<file path="src/rtl/life_pkg.sv">
package life_pkg;
    typedef enum logic [1:0] {
        MODE_IDLE    = 2'd0,
        MODE_CAPTURE = 2'd1,
        MODE_ROTATE  = 2'd2,
        MODE_PUBLISH = 2'd3
    } mode_e;
endpackage

</file>
<file path="src/rtl/life_row_rotor.sv">
module life_row_rotor #(
    parameter int N = 8
) (
    input  logic         clk,
    input  logic         rst_n,
    input  logic         load,
    input  logic         rot,
    input  logic [N-1:0] din,
    output logic [2:0]   taps
);
    logic [N-1:0] q;
    logic [N-1:0] din_pre;

    // pre-rotation: slot i takes column (i+N-2) mod N, so slots 0..2
    // show columns N-2, N-1, 0 for the first updated cell
    for (genvar i = 0; i < N; i++) begin : g_pre
        assign din_pre[i] = din[(i + N - 2) % N];
    end

    always_ff @(posedge clk) begin
        if (!rst_n)
            q <= '1;
        else if (load)
            q <= din_pre;
        else if (rot)
            q <= {q[N-2:0], q[N-1]};
    end

    assign taps = q[2:0];
endmodule

</file>
<file path="src/rtl/life_rule.sv">
module life_rule (
    input  logic [8:0] window,
    output logic       next_dead
);
    logic [8:0] alive;
    logic [3:0] count;

    assign alive = ~window;

    always_comb begin
        count = '0;
        for (int i = 0; i < 9; i++) begin
            if (i != 4)
                count = count + {3'b000, alive[i]};
        end
    end

    assign next_dead = !((count == 4'd3) || ((count == 4'd2) && alive[4]));
endmodule

</file>
<file path="src/rtl/life_shadow_matrix.sv">
module life_shadow_matrix #(
    parameter int               CELLS = 64,
    parameter logic [CELLS-1:0] INIT  = '1
) (
    input  logic             clk,
    input  logic             rst_n,
    input  logic             shift_en,
    input  logic             shift_bit,
    input  logic             publish,
    output logic [CELLS-1:0] shadow,
    output logic [CELLS-1:0] visible
);
    always_ff @(posedge clk) begin
        if (!rst_n) begin
            shadow  <= '1;
            visible <= INIT;
        end else begin
            if (shift_en)
                shadow <= {shadow[CELLS-2:0], shift_bit};
            if (publish)
                visible <= shadow;
        end
    end
endmodule

</file>
<file path="src/rtl/life_torus_engine.sv">
module life_torus_engine #(
    parameter int               N            = 8,
    parameter logic [N*N-1:0]   INIT_PATTERN = '1,
    localparam int              IDX_W        = $clog2(N),
    localparam int              TW           = 2 * IDX_W + 2,
    localparam int              CELLS        = N * N
) (
    input  logic                 clk,
    input  logic                 rst_n,
    input  logic [TW-1:0]        step_time,
    input  logic [N-1:0]         row_bus,
    output logic [IDX_W-1:0]     row_sel,
    output logic                 ser_data,
    output logic                 ser_clk_en,
    output logic [CELLS-1:0]     vis_matrix
);
    import life_pkg::*;

    logic             active, phase;
    logic [IDX_W-1:0] idx, stage, cur_row;
    mode_e            mode_q, mode_d;
    logic             load_en, rot_en, publish;
    logic [IDX_W-1:0] tgt_row [3];
    logic [8:0]       taps_flat;
    logic [CELLS-1:0] shadow_bits;

    assign active  = step_time[TW-1];
    assign stage   = step_time[2*IDX_W:IDX_W+1];
    assign phase   = step_time[IDX_W];
    assign idx     = step_time[IDX_W-1:0];
    assign cur_row = IDX_W'(N - 1) - stage;

    // state register
    always_ff @(posedge clk) begin
        if (!rst_n)
            mode_q <= MODE_IDLE;
        else
            mode_q <= mode_d;
    end

    // transitions
    always_comb begin
        mode_d = MODE_IDLE;
        unique case (mode_q)
            MODE_IDLE, MODE_PUBLISH:
                mode_d = active ? (phase ? MODE_ROTATE : MODE_CAPTURE) : MODE_IDLE;
            MODE_CAPTURE, MODE_ROTATE:
                mode_d = active ? (phase ? MODE_ROTATE : MODE_CAPTURE) : MODE_PUBLISH;
            default:
                mode_d = MODE_IDLE;
        endcase
    end

    // outputs of the state machine
    always_comb begin
        load_en    = (mode_d == MODE_CAPTURE);
        rot_en     = (mode_d == MODE_ROTATE);
        publish    = (mode_d == MODE_PUBLISH);
        ser_clk_en = rot_en;
    end

    assign row_sel = idx;

    // rotor 0: previous row, 1: current row, 2: next row (torus wrap)
    assign tgt_row[0] = cur_row - IDX_W'(1);
    assign tgt_row[1] = cur_row;
    assign tgt_row[2] = cur_row + IDX_W'(1);

    for (genvar k = 0; k < 3; k++) begin : g_rotor
        logic [2:0] t;
        life_row_rotor #(.N(N)) rotor_i (
            .clk   (clk),
            .rst_n (rst_n),
            .load  (load_en && (idx == tgt_row[k])),
            .rot   (rot_en),
            .din   (row_bus),
            .taps  (t)
        );
        assign taps_flat[3*k +: 3] = t;
    end

    life_rule rule_i (
        .window    (taps_flat),
        .next_dead (ser_data)
    );

    life_shadow_matrix #(.CELLS(CELLS), .INIT(INIT_PATTERN)) shadow_i (
        .clk       (clk),
        .rst_n     (rst_n),
        .shift_en  (ser_clk_en),
        .shift_bit (ser_data),
        .publish   (publish),
        .shadow    (shadow_bits),
        .visible   (vis_matrix)
    );
endmodule

</file>
<file path="config.mk">
export PLATFORM = sky130hd
export DESIGN_NAME = life_torus_engine
export DESIGN_NICKNAME = d
export VERILOG_FILES = /design/src/rtl/life_pkg.sv /design/src/rtl/life_row_rotor.sv /design/src/rtl/life_rule.sv /design/src/rtl/life_shadow_matrix.sv /design/src/rtl/life_torus_engine.sv
export SDC_FILE = /design/constraint.sdc
export NUM_CORES = 1
export LEC_CHECK = 0
export BUFFER_PORTS_ARGS = -buffer_cell sky130_fd_sc_hd__buf_2
export CAP_MARGIN = 0
export CORE_MARGIN = 3
export CORE_UTILIZATION = 50
export CTS_BUF_LIST = sky130_fd_sc_hd__clkbuf_4 sky130_fd_sc_hd__clkbuf_8
export DETAILED_ROUTE_END_ITERATION = 16
export GPL_ROUTABILITY_DRIVEN = 0
export PLACE_DENSITY = 0.71
export SLEW_MARGIN = 25
export SYNTH_ARGS = -nofsm -noshare
export SYNTH_HDL_FRONTEND = slang
export SYNTH_SLANG_ARGS = --single-unit
</file>
<file path="constraint.sdc">
create_clock -name clk -period 4.7 [get_ports clk]
set_input_delay 0.705 -clock clk [delete_from_list [all_inputs] [get_ports clk]]
set_output_delay 0.705 -clock clk [all_outputs]
set_load 0.01 [all_outputs]
</file>
# ---- Yosys cells after proc, flatten, opt, wreduce, memory -nomap -nowiden
# Index checks and enable logic that the tools add are counted.
dict set report op_classes {
  n_mux 10
  addsub 10
  n_bitwise 1
  n_eq_ne 11
  n_reduce_logical 12
}
# operator count
set op_table {}
lappend op_table {{$mux W8} 6}
lappend op_table {{$add A4 B1 Y4} 6}
lappend op_table {{$eq A3 B3 Y1} 3}
lappend op_table {{$not A9 Y9} 1}
lappend op_table {{$eq A2 B2 Y1 const B} 4}
lappend op_table {{$eq A4 B2 Y1 const B} 2}
lappend op_table {{$mux W2} 3}
lappend op_table {{$reduce_bool A2 Y1} 3}
lappend op_table {{$eq A2 B1 Y1 const B} 2}
lappend op_table {{$logic_and A1 B1 Y1} 4}
lappend op_table {{$pmux W2 S2} 1}
lappend op_table {{$reduce_or A2 Y1} 2}
lappend op_table {{$add A3 B1 Y3 const B} 1}
lappend op_table {{$sub A3 B1 Y3 const B} 1}
lappend op_table {{$sub A3 B3 Y3 const A} 1}
lappend op_table {{$add A1 B1 Y2} 1}
lappend op_table {{$logic_not A2 Y1} 1}
lappend op_table {{$logic_not A1 Y1} 1}
lappend op_table {{$logic_or A1 B1 Y1} 1}
dict set report totals {
  word_cells 50
  regBits 154
}

# ---- Depth between registers and ports, before layout
dict set report depth {
  ltp_word 12
  depth_mapped 11
  mapped_depth_nobuf 11
}

# ---- Modules after synthesis
# Synthesis repeated with hierarchy kept, for this count alone.
dict set report hier_totals {
  hier_cells 576
  hier_area_um2 6284.8
}
# module cells_per_inst area_each_um2 seq_area_each_um2 instances
set by_module_without_submodules {}
lappend by_module_without_submodules {life_shadow_matrix 412 4593.2 2562.5 1}
lappend by_module_without_submodules {life_row_rotor 38 417.9 160.2 3}
lappend by_module_without_submodules {life_torus_engine 26 225.2 40.0 1}
lappend by_module_without_submodules {life_rule 24 212.7 0.0 1}

# ---- Worst setup path after synthesis
# Ideal clock, no wire load.
dict set report synth_path {
  path_kind {register to output}
  start {register g_rotor[0].rotor_i.q[0]}
  end {output port ser_data}
  arrival_time_ns 2.835
  path_buffers 0
  setup_slack_ns 1.160
  stages_incl_launch_ff 9
  path_cell_list {dfxtp_1 > inv_1 > ha_1 > fa_1 > fa_1 > fa_1 > inv_1 > fa_1 > or3_1}
}
dict set report synth_via {
  elab_chain_len 12
}
# item line
set synth_lines {}
lappend synth_lines {{start: declaration} life_row_rotor.sv:11} ;# logic [N-1:0] q;
lappend synth_lines {{start signal: assignment} life_row_rotor.sv:24} ;# q <= din_pre;
lappend synth_lines {{start signal: assignment} life_row_rotor.sv:26} ;# q <= {q[N-2:0], q[N-1]};
lappend synth_lines {{$not A9 Y9 (*)} life_rule.sv:8} ;# assign alive = ~window;
lappend synth_lines {{$add A1 B1 Y2 (*)} life_rule.sv:14} ;# count = count + {3'b000, alive[i]};
lappend synth_lines {{$add A4 B1 Y4 (*) (6 in series)} life_rule.sv:14}
lappend synth_lines {{$eq A4 B2 Y1} life_rule.sv:18} ;# assign next_dead = !((count == 4'd3) || ((count == 4'd2) && alive[4]));
lappend synth_lines {{$logic_and A1 B1 Y1} life_rule.sv:18}
lappend synth_lines {{$logic_or A1 B1 Y1 (*)} life_rule.sv:18}
lappend synth_lines {{$logic_not A1 Y1 (*)} life_rule.sv:18}
lappend synth_lines {{end: declaration} life_torus_engine.sv:13} ;# output logic ser_data,
# Mark *: on every way between the ends. The rest lies on a longest branch, timed or not.

# ---- Worst setup path in the final report
dict set report layout_path {
  start {register g_rotor[0].rotor_i.q[1]}
  end {output port ser_data}
}
# The elaborated chain is that of the path after synthesis.

==> summary.md <==
| Metric | Value |
|---|---|
| Outcome | finished, final reports clean |
| Vias in the first global route | 4693 |
| PwrDens | 429 nW/µm² |
| H-tree levels | 4 |
| Most frequent CP cell | fa_1 |
| Setup Fix Bufs, Post-CTS | 0 |
| Most used DFF post-synth | dfxtp_1 |
| Hold Violations, Final | 0 |
| CTS Buf Count | 17 |
| Pins over their slew limit | 0 |
| FMAX | 0.237 GHz |
| Vias per cell | 5.16 |
| Psw | 0.000789 W |
| RSZ-0062 raised after global routing | false |
| Critical path fanouts, max | 3 |
| Crit path DAT | 3.51 ns |
| CTS sink count | 154 |
| CP Capture Type | primary output |
| Fill cells | 1026 |
| M2 GR Usage | 33.2% |
| Ant. Diodes | 0 |
| # IOs | 87 |
| CP peak stage delay | 0.52 ns |
| GRT overflow | 0 |
| Leak Pwr | 3.40 nW |
| Clk slew on worst S/H paths | 0.08 ns |
| Multi-input gate area | 2510 µm² |
| Mapped Cells | 750 |
| Remaining antenna violation count | 0 |
| Clock buffer depth | 2 |
| Post-cts gate resize count | 0 |
| Layout area overhead | 13.7% |
| Seq/Total Area, Yosys | 52.3% |
| Starting Density | 51.4% |
| CTS Hold Buffers Added | 0 |
| Netlist Area Pre-Place | 5900 µm² |
| Async SR Flop Fraction | 0% |
| Clk pwr share | 33.1% |
| Largest net degree at the start of global routing | 105 |
| Pint | 0.00209 W |
| Initial antenna violation count | 0 |
| Drt first pass iters | 5 |
| VDD IR max | 0.000271 V |
| DR WL/cell | 13.1 µm |
| Crit Path Class | flip-flop to primary output |
| CTS root buf | clkbuf_8 |
| Startpoint Class | flip-flop |
| Tmin final | 4.22 ns |
| Global routing usage on met3 | 5.71% |
| Crit share post-route | 89.7% |
| Die footprint | 13100 µm² |
| Worst-Skew Late Latency | 0.44 ns |
| Rows | 39 |
| Critical-path cell list | inv_1 > ha_1 > fa_1 > fa_1 > fa_1 > inv_1 > fa_1 > nor3b_1 > a21oi_1 > or3_1 > buf_2 |
| Flop pwr share | 51.4% |
| Slew Limit Headroom | 33.4% |
| DP Wirelength | 7540 µm |
| Number of max-cap violations | 0 |
| Global routing's busiest layer | met2 |
| Grt met1 use | 24.6% |
| First-pass GRT wire length | 21400 µm |
| DR DRC count | 0 |
| Core area | 11500 µm² |
| Worst EP required | 3.99 ns |
| Final wirelength | 12500 µm |
| Combinational power share | 15.4% |
| Initial DRC count | 275 |
| Vias | 4955 |
| PortBufs | 86 |
| Most common cell after layout, fill and taps aside | nand2_1 |
| Synthesized Nets | 777 |
| Pre-CTS setup slack | 0.951 ns |
| Worst slew pin tran | 0.998 ns |
| Layout cell share with drive strength beyond 1 | 16.8% |
| Setup violators final | 0 |
| Clk_skew | 0.00876 ns |
| Flops & latches, synth | 154 |
| Die Width | 115 µm |
| Register area | 3080 µm² |
| Layout Nets | 831 |
| All-Layer GR Usage | 20.0% |
| Ys Warns | 0 |
| Slowest CP cell | fa_1 |
| TritonCTS clock tree | built |
| Final setup TNS | 0 ns |
| Most frequent cells in the layout | nand2_1, dfxtp_1, nand3_1 |
| Die Y | 115 µm |
| Post-synth EDFFs | 0 |
| Hold Path Class | flip-flop to flip-flop |
| Final core occ | 58.5% |
| Sw Ratio | 27.4% |
| Synth cell types | 31 |
| Syn Area/Cell | 7.86 µm² |
| Crit path setup slack, layout | 0.483 ns |
[flip-flops by register name, indices dropped and copies added (netlist names)]
register,count
shadow_i.shadow,64
shadow_i.visible,64
g_rotor.rotor_i.q,24
mode_q,2
[synth_stat cells, types with 3 or more instances]
cell type / count / share of area, %
buf_2: 5 / 0.42
buf_4: 3 / 0.38
inv_1: 21 / 1.3
buf_1: 7 / 0.45
nand3_1: 135 / 11
nor2b_1: 3 / 0.32
nor2_1: 17 / 1.1
fa_1: 4 / 1.4
ha_1: 5 / 1.1
xnor2_1: 4 / 0.59
dfxtp_1: 154 / 52
nand2_1: 294 / 19
and3_1: 14 / 1.5
o21ai_0: 18 / 1.5
o2111ai_2: 8 / 2.0
clkbuf_1: 40 / 2.5
[layout make-up]
| cell class | instances | area share (%) |
|---|---|---|
| flip-flops and latches | 154 | 46.0 |
| multi-input cells | 518 | 37.4 |
| repair buffers | 91 | 7.01 |
| clock buffers | 25 | 4.76 |
| well taps | 143 | 2.67 |
| inverters | 22 | 1.23 |
| clock inverters | 7 | 0.970 |
[metal layers]
layer,vias up,wire (µm)
met5,-,0
met4,0,116
met3,10,544
met2,101,6010
met1,2328,5870
li1,2516,-
[power groups by stage]
stage                     logic, W  registers, W  clock network (W)
after CTS                 0.000451       0.00148           0.000977
after detailed placement  0.000446       0.00151                  0
final                     0.000444       0.00148           0.000954
after global routing      0.000509       0.00149            0.00104
after global placement    0.000432       0.00151                  0
after floorplan           0.000285       0.00153                  0
[cells by family after synthesis]
kind of cell | count (synthesis) | synth area share [%]
AND/OR/NAND/NOR | 473 | 34.4
buffers and inverters | 78 | 5.39
multiplexers | 2 | 0.339
adder cells (fa/ha/maj) | 9 | 2.42
AO/OA/AOI/OAI | 27 | 3.65
XOR/XNOR | 7 | 1.55
flip-flops | 154 | 52.3
[metrics by stage]
stage | hold WS [ns] | cells | cell area [µm²] | total power [W]
2_1_floorplan | 0.440 | 750 | 5900 | 0.00181
3_3_place_gp | 0.448 | 928 | 6320 | 0.00194
3_5_place_dp | 0.449 | 928 | 6320 | 0.00196
4_1_cts | 0.471 | 960 | 6710 | 0.00291
5_1_grt | 0.493 | 960 | 6710 | 0.00304
6_report | 0.465 | 960 | 6710 | 0.00288
[worst max-delay path: cells and delay by family, from the launching register on]
family	cells	cell delay (ns)
AOI/OAI and AO/OA	1	0.11
adders and majority gates	5	1.83
buffers and inverters	3	0.26
DFF	1	0.36
and+or+nand+nor	2	0.52
[path summary, 6_finish.rpt]
kind / to / slack, ns / depth (start not counted) / from
setup / recovery: ser_data / 0.48 / 11 / g_rotor[0].rotor_i.q[1]
hold / removal: shadow_i.visible[55] / 0.47 / 2 / shadow_i.visible[55]
setup reg to reg: shadow_i.shadow[0] / 1.54 / 9 / g_rotor[0].rotor_i.q[1]
hold reg to reg: shadow_i.visible[55] / 0.47 / 2 / shadow_i.visible[55]
Power figures use the tool's default switching activity.
